$ cat src/rtl/seqenc_pkg.sv
package seqenc_pkg;
   typedef enum logic [1:0] {
      K_WRITE = 2'd0,
      K_SETF  = 2'd1,
      K_WAIT  = 2'd2,
      K_DELAY = 2'd3
   } req_kind_e;

   // longest command group: data load + address load, both long
   localparam int MAX_CMD = 10;

   localparam logic [7:0] OP_DATA_LONG  = 8'hE2;
   localparam logic [7:0] OP_DATA_SHORT = 8'h42;
   localparam logic [7:0] OP_ADDR_LONG  = 8'hE0;
   localparam logic [7:0] OP_ADDR_SHORT = 8'h40;
   localparam logic [7:0] OP_WAIT       = 8'h5F;
   localparam logic [7:0] OP_FLAG       = 8'h80;
   localparam logic [7:0] PAD_BYTE      = 8'h7F;

   typedef logic [MAX_CMD-1:0][7:0] cmd_bytes_t;
endpackage

$ cat src/rtl/seqenc_delay.sv
module seqenc_delay #(
   parameter int SATURATE = 1
) (
   input  logic [31:0] nsec,
   output logic [7:0]  code
);
   logic [31:0] us_full;
   logic [7:0]  us8;
   logic [7:0]  mant;
   logic [1:0]  shift;

   assign us_full = nsec / 32'd1000;

   generate
      if (SATURATE != 0) begin : g_clamp
         assign us8 = (us_full > 32'd255) ? 8'hFF : us_full[7:0];
      end else begin : g_wrap
         assign us8 = us_full[7:0];
      end
   endgenerate

   always_comb begin
      mant  = us8;
      shift = 2'd0;
      for (int i = 0; i < 3; i++) begin
         if (mant[7:2] != 6'd0) begin
            mant  = mant >> 2;
            shift = shift + 2'd1;
         end
      end
      code = {4'b0000, shift, mant[1:0]};
   end
endmodule

$ cat src/rtl/seqenc_format.sv
module seqenc_format
   import seqenc_pkg::*;
(
   input  req_kind_e   kind,
   input  logic [31:0] addr,
   input  logic [31:0] data,
   input  logic [31:0] last_addr,
   input  logic [31:0] last_data,
   input  logic [7:0]  delay_code,
   output cmd_bytes_t  bytes,
   output logic [3:0]  len
);
   logic [3:0] p;
   logic [7:0] flag_b;

   always_comb begin
      flag_b = OP_FLAG + {3'b000, addr[4:0]};
      if ($signed(data) >= 0) flag_b = flag_b + 8'h20;
      if ($signed(data) >= 1) flag_b = flag_b + 8'h20;
   end

   always_comb begin
      bytes = {MAX_CMD{PAD_BYTE}};
      p     = 4'd0;
      case (kind)
         K_WRITE: begin
            if (data != last_data) begin
               if (data[31:16] != last_data[31:16]) begin
                  bytes[p]       = OP_DATA_LONG;
                  bytes[p+4'd1]  = data[7:0];
                  bytes[p+4'd2]  = data[15:8];
                  bytes[p+4'd3]  = data[23:16];
                  bytes[p+4'd4]  = data[31:24];
                  p              = p + 4'd5;
               end else begin
                  bytes[p]       = OP_DATA_SHORT;
                  bytes[p+4'd1]  = data[7:0];
                  bytes[p+4'd2]  = data[15:8];
                  p              = p + 4'd3;
               end
            end
            if (addr[31:16] != last_addr[31:16]) begin
               bytes[p]       = OP_ADDR_LONG;
               bytes[p+4'd1]  = addr[7:0];
               bytes[p+4'd2]  = addr[15:8];
               bytes[p+4'd3]  = addr[23:16];
               bytes[p+4'd4]  = addr[31:24];
               p              = p + 4'd5;
            end else begin
               bytes[p]       = OP_ADDR_SHORT;
               bytes[p+4'd1]  = addr[7:0];
               bytes[p+4'd2]  = addr[15:8];
               p              = p + 4'd3;
            end
         end
         K_SETF: begin
            bytes[0] = flag_b;
            p        = 4'd1;
         end
         K_WAIT: begin
            bytes[0] = OP_WAIT;
            bytes[1] = addr[7:0];
            bytes[2] = data[7:0];
            p        = 4'd3;
         end
         default: begin
            bytes[0] = delay_code;
            p        = 4'd1;
         end
      endcase
      len = p;
   end
endmodule

$ cat src/rtl/seqenc_store.sv
module seqenc_store
   import seqenc_pkg::*;
#(
   parameter int BUF_BYTES = 512,
   localparam int IDX_W = $clog2(BUF_BYTES),
   localparam int CNT_W = $clog2(BUF_BYTES + 1)
) (
   input  logic             clk,
   input  logic             rst_n,
   input  logic             clear,
   input  logic             wr_en,
   input  logic [7:0]       wr_byte,
   input  logic [IDX_W-1:0] rd_idx,
   output logic [7:0]       rd_byte,
   output logic [CNT_W-1:0] count
);
   localparam logic [CNT_W-1:0] FULL = CNT_W'(BUF_BYTES);

   logic [7:0] mem [BUF_BYTES];
   logic       room;

   assign room = (count < FULL);

   always_ff @(posedge clk) begin
      if (wr_en && room && !clear) mem[count[IDX_W-1:0]] <= wr_byte;
   end

   always_ff @(posedge clk or negedge rst_n) begin
      if (!rst_n)              count <= '0;
      else if (clear)          count <= '0;
      else if (wr_en && room)  count <= count + CNT_W'(1);
   end

   assign rd_byte = ({1'b0, rd_idx} < count) ? mem[rd_idx] : PAD_BYTE;
endmodule

$ cat src/rtl/seq_bytecode_encoder.sv
module seq_bytecode_encoder
   import seqenc_pkg::*;
#(
   parameter int BUF_BYTES = 512,
   parameter int CAP_WORDS = 128,
   parameter int SAT_DELAY = 1
) (
   input  logic                               clk,
   input  logic                               rst_n,
   input  logic                               start,
   input  logic                               req_valid,
   output logic                               req_ready,
   input  logic [1:0]                         req_kind,
   input  logic [31:0]                        req_addr,
   input  logic [31:0]                        req_data,
   input  logic                               finish,
   output logic                               done,
   output logic [$clog2(BUF_BYTES/4+2)-1:0]   word_count,
   output logic                               overflow,
   input  logic [$clog2(BUF_BYTES)-1:0]       rd_idx,
   output logic [7:0]                         rd_byte
);
   localparam int CNT_W = $clog2(BUF_BYTES + 1);
   localparam int WC_W  = $clog2(BUF_BYTES/4 + 2);

   generate
      if ((BUF_BYTES < 16) || ((BUF_BYTES & (BUF_BYTES - 1)) != 0)) begin : g_bad_buf
         $error("BUF_BYTES must be a power of two of at least 16");
      end
      if ((CAP_WORDS < 1) || (CAP_WORDS * 4 > BUF_BYTES)) begin : g_bad_cap
         $error("CAP_WORDS must fit inside BUF_BYTES");
      end
   endgenerate

   req_kind_e        kind;
   cmd_bytes_t       f_bytes, em_bytes;
   logic [3:0]       f_len, em_len, em_idx;
   logic [7:0]       dly_code;
   logic [31:0]      last_addr, last_data;
   logic             busy, fin_pend, accept;
   logic [CNT_W-1:0] byte_cnt, padded;
   logic [WC_W-1:0]  words;

   assign kind      = req_kind_e'(req_kind);
   assign req_ready = !busy && !fin_pend && !start;
   assign accept    = req_valid && req_ready;
   assign padded    = byte_cnt + CNT_W'(4);
   assign words     = WC_W'(padded >> 2);

   seqenc_delay #(.SATURATE(SAT_DELAY)) u_delay (
      .nsec (req_data),
      .code (dly_code)
   );

   seqenc_format u_format (
      .kind       (kind),
      .addr       (req_addr),
      .data       (req_data),
      .last_addr  (last_addr),
      .last_data  (last_data),
      .delay_code (dly_code),
      .bytes      (f_bytes),
      .len        (f_len)
   );

   seqenc_store #(.BUF_BYTES(BUF_BYTES)) u_store (
      .clk     (clk),
      .rst_n   (rst_n),
      .clear   (start),
      .wr_en   (busy),
      .wr_byte (em_bytes[em_idx]),
      .rd_idx  (rd_idx),
      .rd_byte (rd_byte),
      .count   (byte_cnt)
   );

   always_ff @(posedge clk or negedge rst_n) begin
      if (!rst_n) begin
         busy       <= 1'b0;
         em_bytes   <= '0;
         em_len     <= '0;
         em_idx     <= '0;
         last_addr  <= '1;
         last_data  <= '1;
         fin_pend   <= 1'b0;
         done       <= 1'b0;
         word_count <= '0;
         overflow   <= 1'b0;
      end else if (start) begin
         busy       <= 1'b0;
         em_idx     <= '0;
         last_addr  <= '1;
         last_data  <= '1;
         fin_pend   <= 1'b0;
         done       <= 1'b0;
         word_count <= '0;
         overflow   <= 1'b0;
      end else begin
         done <= 1'b0;
         if (accept) begin
            em_bytes <= f_bytes;
            em_len   <= f_len;
            em_idx   <= '0;
            busy     <= 1'b1;
            if (kind == K_WRITE) begin
               last_addr <= req_addr;
               last_data <= req_data;
            end
         end else if (busy) begin
            em_idx <= em_idx + 4'd1;
            if (em_idx == em_len - 4'd1) busy <= 1'b0;
         end
         if (fin_pend && !busy) begin
            fin_pend   <= 1'b0;
            done       <= 1'b1;
            word_count <= words;
            overflow   <= (words > WC_W'(CAP_WORDS));
         end else if (finish) begin
            fin_pend <= 1'b1;
         end
      end
   end
endmodule

$ cat config.mk
export PLATFORM = sky130hd
export DESIGN_NAME = seq_bytecode_encoder
export DESIGN_NICKNAME = d
export VERILOG_FILES = /design/src/rtl/seqenc_pkg.sv /design/src/rtl/seqenc_delay.sv /design/src/rtl/seqenc_format.sv /design/src/rtl/seqenc_store.sv /design/src/rtl/seq_bytecode_encoder.sv
export SDC_FILE = /design/constraint.sdc
export NUM_CORES = 2
export LEC_CHECK = 0
export BUFFER_PORTS_ARGS = -buffer_cell sky130_fd_sc_hd__buf_2
export CAP_MARGIN = 10
export CORE_MARGIN = 5
export CORE_UTILIZATION = 50
export CTS_CLUSTER_SIZE = 25
export DETAILED_ROUTE_END_ITERATION = 16
export GPL_TIMING_DRIVEN = 0
export PLACE_DENSITY = 0.7
export SYNTH_ARGS = -nofsm -noshare
export SYNTH_HDL_FRONTEND = slang
export SYNTH_SLANG_ARGS = --single-unit
export TNS_END_PERCENT = 10
$ cat constraint.sdc
create_clock -name clk -period 49.3 [get_ports clk]
set_input_delay 12.325 -clock clk [delete_from_list [all_inputs] [get_ports clk]]
set_output_delay 12.325 -clock clk [all_outputs]
set_load 0.02 [all_outputs]
======== After elaboration in Yosys (flattened, before gate mapping) ========
Memory sizes are Yosys's and may differ from the RTL's.
Cells that the tools add are included.
word-level totals
  bits in registers ....................... 174
  RAM bits ................................ 4096
  input bits .............................. 80
  output and inout bits ................... 19
  logic and storage cells ................. 159
  memories kept ........................... 1
cells by class
  $add $sub $neg .......................... 14
  divide/modulo/power cells ............... 1
  magnitude comparators ................... 17
  equal/unequal tests ..................... 6
  multiplexer cells ....................... 67
  bitwise gates (word level) .............. 7
  reduce and logical (&&, ||, !) cells .... 26
memories
  name         words  bits a word  rd ports  clocked after memory_dff  wr ports  RTL line            RTL
  u_store.mem  512    8            1         0                         1         seqenc_store.sv:19  logic [7:0] mem [BUF_BYTES];
operators with widths
  kind                                                                     number
  80-bit bitwise mux                                                       6
  32-bit two-way mux                                                       6
  8-bit demux with 4-bit select                                            5
  8-bit two-way mux                                                        15
  40-bit two-way mux                                                       2
  80-bit two-way mux                                                       1
  69-bit by 70-bit AND with 70-bit output                                  1
  70-bit NOT                                                               1
  56-bit two-way mux                                                       1
  50-bit AND                                                               1
  50-bit NOT                                                               1
  8-bit binary-select mux with 4-bit select                                1
  32-bit by 10-bit divider with 32-bit output (second input constant)      1
  32-bit by 1-bit >= comparator with 1-bit output (second input constant)  1
  32-bit by 2-bit >= comparator with 1-bit output (second input constant)  1
  32-bit by 8-bit > comparator with 1-bit output (second input constant)   1
  16-bit != test                                                           2
  32-bit != test                                                           1
  16-bit one-hot mux with 2 select lines                                   1
  4-bit by 5-bit < comparator with 1-bit output (second input constant)    6
  29-bit by 30-bit bitwise OR with 30-bit output                           1
  4-bit two-way mux                                                        6
  8-bit one-hot mux with 3 select lines                                    1
  4-bit by 1-bit >= comparator with 1-bit output (second input constant)   5
  other kinds (30)                                                         70

======== Depth between registers and ports, before layout ========
  depth in word-level cells ............... 16
  depth in mapped cells ................... 68
  gate-level depth less buffers ........... 53

======== Hierarchy ========
A second synthesis with hierarchy kept.
second synthesis, totals
  cell total of the unflattened synthesis .. 9667
  area, all modules ....................... 175958.8 um^2
modules (own cells, without submodules)
  module                times used  cells an instance  area an instance (um^2)  seq. area each (um^2)
  seqenc_store          1           7570               159411.6                 123248.2
  seq_bytecode_encoder  1           722                7393.3                   4184.0
  seqenc_delay          1           1027               7054.3                   0.0
  seqenc_format         1           348                2099.5                   0.0

======== Least setup slack after synthesis ========
OpenSTA, ideal clock, no wires.
  path kind ............................... input to output
  start ................................... input port rd_idx[0]
  end ..................................... output port rd_byte[0]
  data arrival time ....................... 15.960 ns
  data required time ...................... 36.975 ns
  path slack .............................. 21.015 ns
  cell stages on the path ................. 10
  path buffers ............................ 4
  cells stage by stage .................... clkbuf_1 > clkbuf_1 > buf_1 > buf_1 > mux4_2 > mux4_2 > mux4_2 > mux4_2 > mux2i_1 > nand2_1
between the ends
  cells in the longest elaborated chain, start to end .. 2
  elaborated cells between the ends (all ways) .. 3
  those cells by class .................... 1 x order compare; 1 x mux; 1 x memory
RTL lines
  element                                                                               RTL line                    RTL
  start: declaration                                                                    seq_bytecode_encoder.sv:20  input logic [$clog2(BUF_BYTES)-1:0] rd_idx,
  memory 512 x 8 bit or 9-bit by 10-bit < comparator with 1-bit output (tied branches)  -
  8-bit two-way mux *                                                                   seqenc_store.sv:34          assign rd_byte = ({1'b0, rd_idx} < count) ? mem[rd_idx] : PAD_BYTE;
  end: declaration                                                                      seq_bytecode_encoder.sv:21  output logic [7:0] rd_byte
Every way passes the cells marked *; elsewhere a longest branch is shown, timed or not.

======== Worst setup path in the final report ========
  start ................................... input port rd_idx[0]
  end ..................................... output port rd_byte[6]
The elaborated chain is that of the path after synthesis.

==> out/metrics.yaml <==
pwr:
  power_density_nw_per_um2: 61.7
  ir_worst_vdd_mv: 0.355
  p_total_w: 0.0122
  p_leak_nw: 61.5
global_route:
  grt_pass1_vias: 91300
  grt_use_total_pct: 28.4
  overflow: 0
  grt_antenna_before_repair: 54
  grt_max_degree: 99
  grt_pass1_wl_um: 711000
detailed_routing:
  viasPerCell: 6.69
  vias: 94000
  drc_errors: 0
  firstDrtPassIters: 8
  drt_wl_total_um: 511000
  ant_nets: 0
  dr.first_iter.drc_count: 15800
  wl_per_cell_um: 36.4
floorplanning:
  die_h_um: 598
  die_area_um2: 358000
  core_area_um2: 345000
  rows: 216
  ioPinCount: 99
  die_x_um: 598
  start_util_pct: 50.0
clock_tree:
  cts_hold_buf: 0
  post-cts-setup-buffer-count: 0
  numCtsBuffers: 415
  clock_path_buffers: 4
  clkSinkCount: 4254
  cts_resized: 0
  h-tree-depth: 5
  cts_root_buf: "clkbuf_16"
  clkTransAtPathRegs_ps: 60
  worstSkewPairLatency_ps: 970
  cts_tree: "built"
place:
  place_inst: 13200
  dpl.hpwl_um: 357000
  port_buffers: 84
  gp_congestion: 0.944
sta:
  tightestPinTransition_ps: 1400
  tns_ps: 0
  clock_skew_ps: 54.2
  relSlewSlack_pct: 6.46
  fin_crit_ps: 31530
  hold_viol: 0
  setup_violations: 0
  hold_slack_ps: 481
  min_period_over_period_pct: 64.0
  rsz0062_at_grt: "no"
  drv_slew: 0
  max_freq_mhz: 31.7
synthesis:
  synth_top_area_share_pct: 71.2
  synth_cell_type_count: 124
  synth_edf_count: 4096
  synthTopCellsByArea: "edfxtp_1, mux4_2, dfrtp_1"
  synth_nets: 8472
  synth_warnings: 0
  ys_seq_area_share_pct: 73.5
  synth.largest_area_cell: "edfxtp_1"
  synth_cells: 8371
  avgSynthCellArea_um2: 20.6
  syn_area_um2: 173000
  ys_ff_latch: 4254
  synthArstFlopShare_pct: 3.71
  ys.flop_type: "edfxtp_1"
setup_path:
  worst-r2r-cell-count: 12
  timing_worst_setup_path_type: "primary input to output pin"
  critPathCaptureType: "output pin"
  required_ps: 36970
  cp-start-kind: "primary input"
  worst_r2r_startpoint: "em_idx[0]"
  crit_fanout: 10
  critical_path_arrival_ps: 19210
  ff2ff_setup_slack_ps: 44220
  r2r-end: "u_store.mem[293][2]"
final_layout:
  nets: 9171
  multi_input_area_um2: 43800
  final_common_cell: "edfxtp_1"
  final_cell_count_no_fill: 14000
  regArea_um2: 127000
  fill_cells: 24700
  area_growth_syn_to_layout_pct: 14.1
  drive_gt1_share_pct: 27.4
  final_cell_mix: "edfxtp_1, mux4_2, nor2_1"
run_status:
  status: "complete, no violations"
run:
  cap_violations: 0
hold_path:
  hold_path_depth: 2
  hp-class: "flip-flop to flip-flop"
  hold_start: "em_bytes[7]"
  min_delay_worst_endpoint: "em_bytes[7]"
[cell usage after synthesis, types with 18 or more instances]
master / n
edfxtp_1: 4096
mux4_2: 1376
nor2_1: 682
clkbuf_1: 334
nand2_1: 320
buf_1: 156
dfrtp_1: 110
a21oi_1: 97
o21ai_0: 87
xnor2_1: 68
nand3b_1: 54
nor3_1: 50
dfstp_2: 48
nand3_1: 44
xor2_1: 44
inv_1: 43
mux2i_1: 33
a31oi_1: 31
nand4_1: 29
and2_1: 28
o22ai_1: 27
nor4_1: 26
o211ai_1: 26
or3_1: 25
a211oi_1: 22
or2_2: 22
buf_2: 21
ha_1: 21
a21o_1: 19
a221oi_1: 18
[per-layer routing]
layer  up-vias  wire length [µm]  global-route usage, %
met5         -               222                 0.0802
met1     49400            179000                   38.1
met2      6844            237000                   43.2
met3      1205             64100                   7.83
li1      36500                 -                      -
met4        20             30500                   14.4
[power breakdown]
part	switching [W]	leakage, nW	internal, W
sequential	0.00000894	38.7	0.00421
clock	0.00137	6.63	0.00184
combinational	0.00300	16.2	0.00175
[worst max path at each step]
stage / from / cells past startpoint / to
6_report: rd_idx[0] / 11 / rd_byte[6]
2_1_floorplan: rd_idx[0] / 10 / rd_byte[0]
3_5_place_dp: rd_idx[0] / 11 / rd_byte[3]
4_1_cts: rd_idx[0] / 11 / rd_byte[3]
3_3_place_gp: em_idx[0] / 6 / u_store.mem[438][5]
5_1_grt: rd_idx[0] / 11 / rd_byte[3]
[logic make-up after synthesis]
logic type,Yosys count,share of synthesized area [%]
flops,4254,73.5
buf+inv,568,1.28
simple gates,1372,3.55
xor+xnor,115,0.596
compound gates,603,2.64
fa+ha+maj,31,0.211
mux,1428,18.2
[worst max-delay path, cell delays in order]
cell and delay [ps]:
clkbuf_1 900, clkbuf_1 620, clkbuf_1 1000, buf_1 870, mux4_2 660, mux4_2 560, mux4_2 650, mux4_2 530
mux2i_1 730, nand2_1 100, buf_2 190
[cell type report]
type                       instances  area share (%)
buffer                           522            1.10
timing repair buffer             282            2.34
sequential                      4254            64.4
tap                             4578            2.90
inverter                          46          0.0875
antenna                           51          0.0647
multi-input combinational       3549            22.2
clock inverter                   266            1.44
clock buffer                     492            5.49
[sequential cells by signal, summed over array words and instances (netlist names)]
| signal | count |
|---|---|
| em_bytes | 80 |
| busy | 1 |
| em_idx | 4 |
| overflow | 1 |
| em_len | 4 |
| fin_pend | 1 |
| done | 1 |
| u_store.count | 10 |
| last_addr | 16 |
| last_data | 32 |
| u_store.mem | 4096 |
| word_count | 8 |
[stage by stage]
stage / util, % / setup WS [ps] / area (µm²)
3_5_place_dp: 53.1 / 18100 / 183000
5_1_grt: 57.1 / 17690 / 197000
6_report: 57.1 / 17770 / 197000
4_1_cts: 57.0 / 18090 / 197000
2_1_floorplan: - / 21020 / 173000
3_3_place_gp: 51.8 / 13180 / 179000
Power figures use the tool's default switching activity.
